<file path="src/rtl/trb_ring_pkg.sv">
package trb_ring_pkg;
  typedef struct packed {
    logic [31:0] ctrl;
    logic [31:0] status;
    logic [63:0] param;
  } trb_t;

  localparam logic [5:0] TYPE_NORMAL = 6'd1;
  localparam logic [5:0] TYPE_LINK   = 6'd6;
  localparam logic [5:0] TYPE_NOP    = 6'd8;
  localparam int FLAG_CYCLE  = 0;
  localparam int FLAG_TOGGLE = 1;
  localparam int TYPE_LSB    = 10;
  localparam int TDSZ_LSB    = 17;
  localparam int TDSZ_W      = 5;

  typedef enum logic [1:0] {PH_INIT, PH_RUN, PH_LINK} phase_t;
endpackage

</file>
<file path="src/rtl/trb_ring_ctr.sv">
module trb_ring_ctr #(
  parameter int LOG2  = 3,
  parameter int CNT_W = 8
) (
  input  logic             clk,
  input  logic             rst_n,
  input  logic             inc,
  input  logic             dec_req,
  output logic [CNT_W-1:0] prod,
  output logic [CNT_W-1:0] fill,
  output logic [CNT_W-1:0] space,
  output logic             full
);
  localparam logic [CNT_W-1:0] MASK = CNT_W'((1 << LOG2) - 1);

  logic [CNT_W-1:0] cons;
  logic             dec;

  assign fill  = prod - cons;
  assign space = MASK - fill;
  assign full  = (fill == MASK);
  assign dec   = dec_req && (fill != '0);

  always_ff @(posedge clk) begin
    if (!rst_n) begin
      prod <= '0;
      cons <= '0;
    end else begin
      if (inc) prod <= prod + 1'b1;
      if (dec) cons <= cons + 1'b1;
    end
  end
endmodule

</file>
<file path="src/rtl/trb_entry_fmt.sv">
module trb_entry_fmt
  import trb_ring_pkg::*;
#(
  parameter int REM_W = 8
) (
  input  logic [63:0]      param,
  input  logic [31:0]      status,
  input  logic [31:0]      ctrl,
  input  logic [REM_W-1:0] remain,
  input  logic             cyc,
  output trb_t             blk
);
  logic [TDSZ_W-1:0] tdsz;

  always_comb begin
    tdsz = (remain > REM_W'(15)) ? TDSZ_W'(15) : TDSZ_W'(remain);
    blk.param  = param;
    blk.status = status;
    blk.status[TDSZ_LSB +: TDSZ_W] = tdsz;
    blk.ctrl   = ctrl;
    blk.ctrl[FLAG_CYCLE] = cyc;
  end
endmodule

</file>
<file path="src/rtl/trb_link_fmt.sv">
module trb_link_fmt
  import trb_ring_pkg::*;
#(
  parameter logic [63:0] LINK_PTR = 64'h0
) (
  input  logic cyc,
  output trb_t blk
);
  always_comb begin
    blk = '0;
    blk.param = LINK_PTR;
    blk.ctrl[TYPE_LSB +: 6] = TYPE_LINK;
    blk.ctrl[FLAG_TOGGLE]   = 1'b1;
    blk.ctrl[FLAG_CYCLE]    = cyc;
  end
endmodule

</file>
<file path="src/rtl/trb_ring_producer.sv">
module trb_ring_producer
  import trb_ring_pkg::*;
#(
  parameter int          LOG2     = 3,
  parameter int          CNT_W    = 8,
  parameter int          REM_W    = 8,
  parameter logic [63:0] LINK_PTR = 64'h0000_0000_0001_0000
) (
  input  logic              clk,
  input  logic              rst_n,
  input  logic              enq_valid,
  output logic              enq_ready,
  input  logic [63:0]       enq_param,
  input  logic [31:0]       enq_status,
  input  logic [31:0]       enq_ctrl,
  input  logic [REM_W-1:0]  enq_remain,
  input  logic [15:0]       enq_target,
  input  logic [15:0]       enq_stream,
  output logic              enq_err,
  input  logic              cons_adv,
  output logic              mem_we,
  output logic [LOG2:0]     mem_addr,
  output logic [127:0]      mem_data,
  output logic [CNT_W-1:0]  fill,
  output logic [CNT_W-1:0]  space,
  output logic              full,
  output logic              db_we,
  output logic [31:0]       db_value
);
  localparam logic [LOG2:0]   LINK_IDX = (LOG2+1)'(1 << LOG2);
  localparam logic [LOG2-1:0] LAST_IDX = {LOG2{1'b1}};

  phase_t           phase;
  logic             cyc;
  logic             accept, take, rej;
  logic [CNT_W-1:0] prod;
  logic [LOG2-1:0]  idx;
  trb_t             data_blk, link_blk;

  assign enq_ready = (phase == PH_RUN);
  assign accept    = enq_valid && enq_ready;
  assign take      = accept && !full;
  assign rej       = accept && full;
  assign idx       = prod[LOG2-1:0];

  trb_ring_ctr #(.LOG2(LOG2), .CNT_W(CNT_W)) u_ctr (
    .clk(clk), .rst_n(rst_n), .inc(take), .dec_req(cons_adv),
    .prod(prod), .fill(fill), .space(space), .full(full)
  );

  trb_entry_fmt #(.REM_W(REM_W)) u_fmt (
    .param(enq_param), .status(enq_status), .ctrl(enq_ctrl),
    .remain(enq_remain), .cyc(cyc), .blk(data_blk)
  );

  // At init the link block is not yet owned by the consumer: cycle bit = ~cyc.
  trb_link_fmt #(.LINK_PTR(LINK_PTR)) u_link (
    .cyc((phase == PH_INIT) ? ~cyc : cyc), .blk(link_blk)
  );

  always_ff @(posedge clk) begin
    if (!rst_n) begin
      phase    <= PH_INIT;
      cyc      <= 1'b1;
      mem_we   <= 1'b0;
      mem_addr <= '0;
      mem_data <= '0;
      db_we    <= 1'b0;
      db_value <= '0;
      enq_err  <= 1'b0;
    end else begin
      mem_we  <= 1'b0;
      db_we   <= 1'b0;
      enq_err <= 1'b0;
      unique case (phase)
        PH_INIT: begin
          mem_we   <= 1'b1;
          mem_addr <= LINK_IDX;
          mem_data <= link_blk;
          phase    <= PH_RUN;
        end
        PH_LINK: begin
          mem_we   <= 1'b1;
          mem_addr <= LINK_IDX;
          mem_data <= link_blk;
          cyc      <= ~cyc;
          phase    <= PH_RUN;
        end
        default: begin
          if (take) begin
            mem_we   <= 1'b1;
            mem_addr <= {1'b0, idx};
            mem_data <= data_blk;
            db_we    <= 1'b1;
            db_value <= {enq_stream, enq_target};
            if (idx == LAST_IDX) phase <= PH_LINK;
          end
          if (rej) enq_err <= 1'b1;
        end
      endcase
    end
  end
endmodule

</file>
<file path="config.mk">
export PLATFORM = sky130hd
export DESIGN_NAME = trb_ring_producer
export DESIGN_NICKNAME = d
export VERILOG_FILES = /design/src/rtl/trb_ring_pkg.sv /design/src/rtl/trb_ring_ctr.sv /design/src/rtl/trb_entry_fmt.sv /design/src/rtl/trb_link_fmt.sv /design/src/rtl/trb_ring_producer.sv
export SDC_FILE = /design/constraint.sdc
export NUM_CORES = 1
export LEC_CHECK = 0
export ABC_CLOCK_PERIOD_IN_PS = 9200
export BUFFER_PORTS_ARGS = -buffer_cell sky130_fd_sc_hd__buf_2
export CORE_MARGIN = 4
export CORE_UTILIZATION = 25
export CTS_CLUSTER_SIZE = 14
export DETAILED_ROUTE_END_ITERATION = 8
export PLACE_DENSITY = 0.56
export SYNTH_ARGS = -nofsm -noshare
export SYNTH_HDL_FRONTEND = slang
export SYNTH_SLANG_ARGS = --single-unit
</file>
<file path="constraint.sdc">
create_clock -name clk -period 9.2 [get_ports clk]
set_clock_uncertainty 0.15 [all_clocks]
set_input_delay 1.38 -clock clk [delete_from_list [all_inputs] [get_ports clk]]
set_output_delay 1.38 -clock clk [all_outputs]
set_load 0.02 [all_outputs]
</file>
==> run summary <==
The flow ran to the end, and the final reports show no timing, DRC or antenna violations. At the pin with the least slew margin, the transition time is 1120 ps. The total setup buffers inserted after CTS is 0.

The worst setup path is captured at a primary output. The clock insertion delay at the later pin of the skew report came out at 420 ps. In the synthesized netlist the async set-or-reset flop fraction comes to 0.

Yosys printed 0 warnings. The number of design-rule violations left by the first detailed-router iteration came out at 329. Clock-pin slew was measured on the worst setup and hold paths at 70 ps.

The die span in y came out at 177 um. The slowest cell on the critical path is sky130_fd_sc_hd__dfxtp_1. The total negative setup slack came out at 0 ps. The final critical-path share of the clock period is 0.515. The worst setup path is of the reg2out kind. By area the synthesized netlist is led by sky130_fd_sc_hd__dfxtp_1 (52%), sky130_fd_sc_hd__nand2_1 (18%), sky130_fd_sc_hd__a21oi_1 (12%).

The via count of the routed design came out at 6,999. STA classifies the critical path startpoint as a flip-flop. The number of antenna-violating nets in the routed design is 0.

Summed over all instances, the cell type with the most area after synthesis is sky130_fd_sc_hd__dfxtp_1. The core box area came out at 28,000 um^2. The library cell used most frequently in the layout, excluding fill and tap cells, is sky130_fd_sc_hd__buf_2. The top-level port count is 357.

The unique cell type count in the Yosys netlist is 43. The library cells used most frequently in the layout, excluding fill and tap cells, are sky130_fd_sc_hd__buf_2 (350), sky130_fd_sc_hd__nand2_1 (343), sky130_fd_sc_hd__dfxtp_1 (186). In this run the power density over the cells is 197 nW/um^2.

The TritonCTS sink count came out at 186. The final worst slack came out at 4470 ps. The area enclosed by the die boundary came out at 31,400 um^2. The count of input and output buffers is 350.

The area growth from synthesis to layout is 35.2%. In the final routed layout, each cell accounts on average for 14.3 um. The initial utilization of the core area, before any placement, comes to 0.255. At the end of the flow the core is filled with cells to 0.345. The final routed DRC violation total is 0. The largest fanout on the critical path came out at 7. The number of detailed-routing iterations run before antenna repair came out at 4.

The cell sitting at the root of the clock tree is a sky130_fd_sc_hd__clkbuf_16. Traced cell by cell, the critical path runs through inv_1, ha_1, inv_1, fa_1, a211oi_1, nor2_1, xnor2_1, inv_1, ha_1, inv_1, a211o_1, nor2_1, buf_2. In this design, the stage delay of the slowest critical-path cell is 400 ps. The number of synthesized flops with an enable pin came out at 0. IR analysis of the VDD net gives a maximum drop of 0.114 mV. The number of gates resized after CTS was 0.

The average instance area after synthesis came out at 7.93 um^2. The net count reported at finish came out at 1,400. The endpoint required time on the critical path came out at 7670 ps. The largest net degree at the start of global routing is 106. The worst path arrival time is 3200 ps. The number of antenna violations at the first check in global routing is 0. In the routed layout, each cell is associated on average with a via count of 4.36. The via count of the first global-routing pass came out at 6,576. The flip-flop and latch count after synthesis is 186.

For this run, the leading register cell type out of synthesis is sky130_fd_sc_hd__dfxtp_1. The worst slew margin relative to its limit came out at 0.253. The total global-route track usage is 0.137. The pre-CTS setup slack came out at 4470 ps. For this design, the CTS-stage hold fixing added 0 buffers.

After global routing the overflow that remains totals 0. Counting along the longest clock path gives a buffer depth of 2. The number of hold violations in the final report came to 0. TritonCTS built the clock tree. The net count after synthesis is 1,087.

The achievable frequency came out at 211 MHz. The share of synthesized area occupied by flip-flops and latches is 0.520. The placed wire-length estimate came out at 16,000 um. After synthesis the cells add up to 7150 um^2.

Synthesis handed over a netlist of 902 instances. The count of maximum capacitance violations came out at 0. The final critical-path required period is 4730 ps.

The number of cell rows is 61. The number of clock buffers inserted by TritonCTS came out at 17. The die span in x came out at 177 um. The slack of the worst reg-to-reg path came out at 4550 ps.

The total routed wirelength is 23,000 um. The final setup violation count came out at 0. The filler cell count is 2,989. The tightest min-delay check is of the reg2reg type.

The H-tree was split into 4 levels. The top cell type's share of synthesized area came out at 0.520. The count of antenna diodes in the layout is 0.

In the final layout, the share of cells above drive strength 1 is 0.320. The count of pins over their slew limit was 0. The first-pass GRT wire length came out at 34,800 um. The last weighted congestion value of the routability-driven placer came out at 0.762. The analysis attributes to cell leakage a power of 0.00432 uW. The cell that appears most often on the critical path is sky130_fd_sc_hd__inv_1. Setup repair after global routing left no endpoint under its margin.
[flip-flops by register name, summed over array words and instances, names as in the netlist]
signal,count
u_ctr.cons,8
mem_data,128
enq_err,1
db_we,1
cyc,1
phase,2
mem_addr,4
u_ctr.prod,8
mem_we,1
db_value,32
[cell usage after synthesis, types with 7 or more instances]
cell type,instances
sky130_fd_sc_hd__nand2_1,344
sky130_fd_sc_hd__dfxtp_1,186
sky130_fd_sc_hd__a21oi_1,170
sky130_fd_sc_hd__clkbuf_1,24
sky130_fd_sc_hd__buf_4,19
sky130_fd_sc_hd__buf_2,18
sky130_fd_sc_hd__inv_1,17
sky130_fd_sc_hd__nor2_1,15
sky130_fd_sc_hd__ha_1,12
sky130_fd_sc_hd__nor3_1,9
sky130_fd_sc_hd__o21ai_0,9
sky130_fd_sc_hd__o31ai_1,7
sky130_fd_sc_hd__or4_1,7
[stage by stage]
step | total power, uW | instance area, um^2 | instances | hold WS, ps
CTS | 1940 | 9670 | 1605 | 303
detailed placement | 1210 | 9110 | 1574 | 293
global placement | 1210 | 9110 | 1574 | 289
finish | 1910 | 9670 | 1605 | 300
floorplan | 1090 | 7150 | 902 | 306
global route | 2000 | 9670 | 1605 | 318
[where the power goes]
part	internal, uW	total (uW)	switching, uW
Combinational	120	345	225
Sequential	829	844	15.6
Clock	359	718	359
Total	1310	1910	600
[worst paths after layout]
| path | start | to | cells after the start |
|---|---|---|---|
| min reg2reg | db_value[29] | db_value[29] | 2 |
| max | u_ctr.prod[0] | full | 13 |
| min | db_value[29] | db_value[29] | 2 |
| max reg2reg | u_ctr.prod[0] | db_value[22] | 15 |
[critical path, delay by kind of cell (launching register included)]
family          cells  cell delay [ps]
xor+xnor            1              150
compound gates      2              700
fa+ha+maj           3              740
flops               1              400
simple gates        2              280
buf+inv             5              510
[logic make-up after synthesis]
kind of cell / Yosys count / share of synthesized area
xor+xnor: 8 / 0.00979
mux: 3 / 0.00420
flops: 186 / 0.520
fa+ha+maj: 13 / 0.0238
buf+inv: 80 / 0.0561
simple gates: 408 / 0.232
compound gates: 204 / 0.154
[routing by layer]
layer | up-vias | GRT usage | routed length [um]
li1 | 3587 | - | -
met1 | 3141 | 0.167 | 9610
met2 | 258 | 0.230 | 10700
met3 | 13 | 0.0502 | 2290
met4 | 0 | 0.0335 | 313
met5 | - | 0 | 0
[area by class of cell]
cell class,instances,area (um^2),share of cell area
flip-flops and latches,186,3720,0.385
clock buffers,17,425,0.0440
repair buffers,356,1800,0.186
clock inverters,14,136,0.0141
multi-input cells,636,3050,0.315
well taps,378,473,0.0489
inverters,18,67.6,0.00698
(Power assumes the default switching activity.)
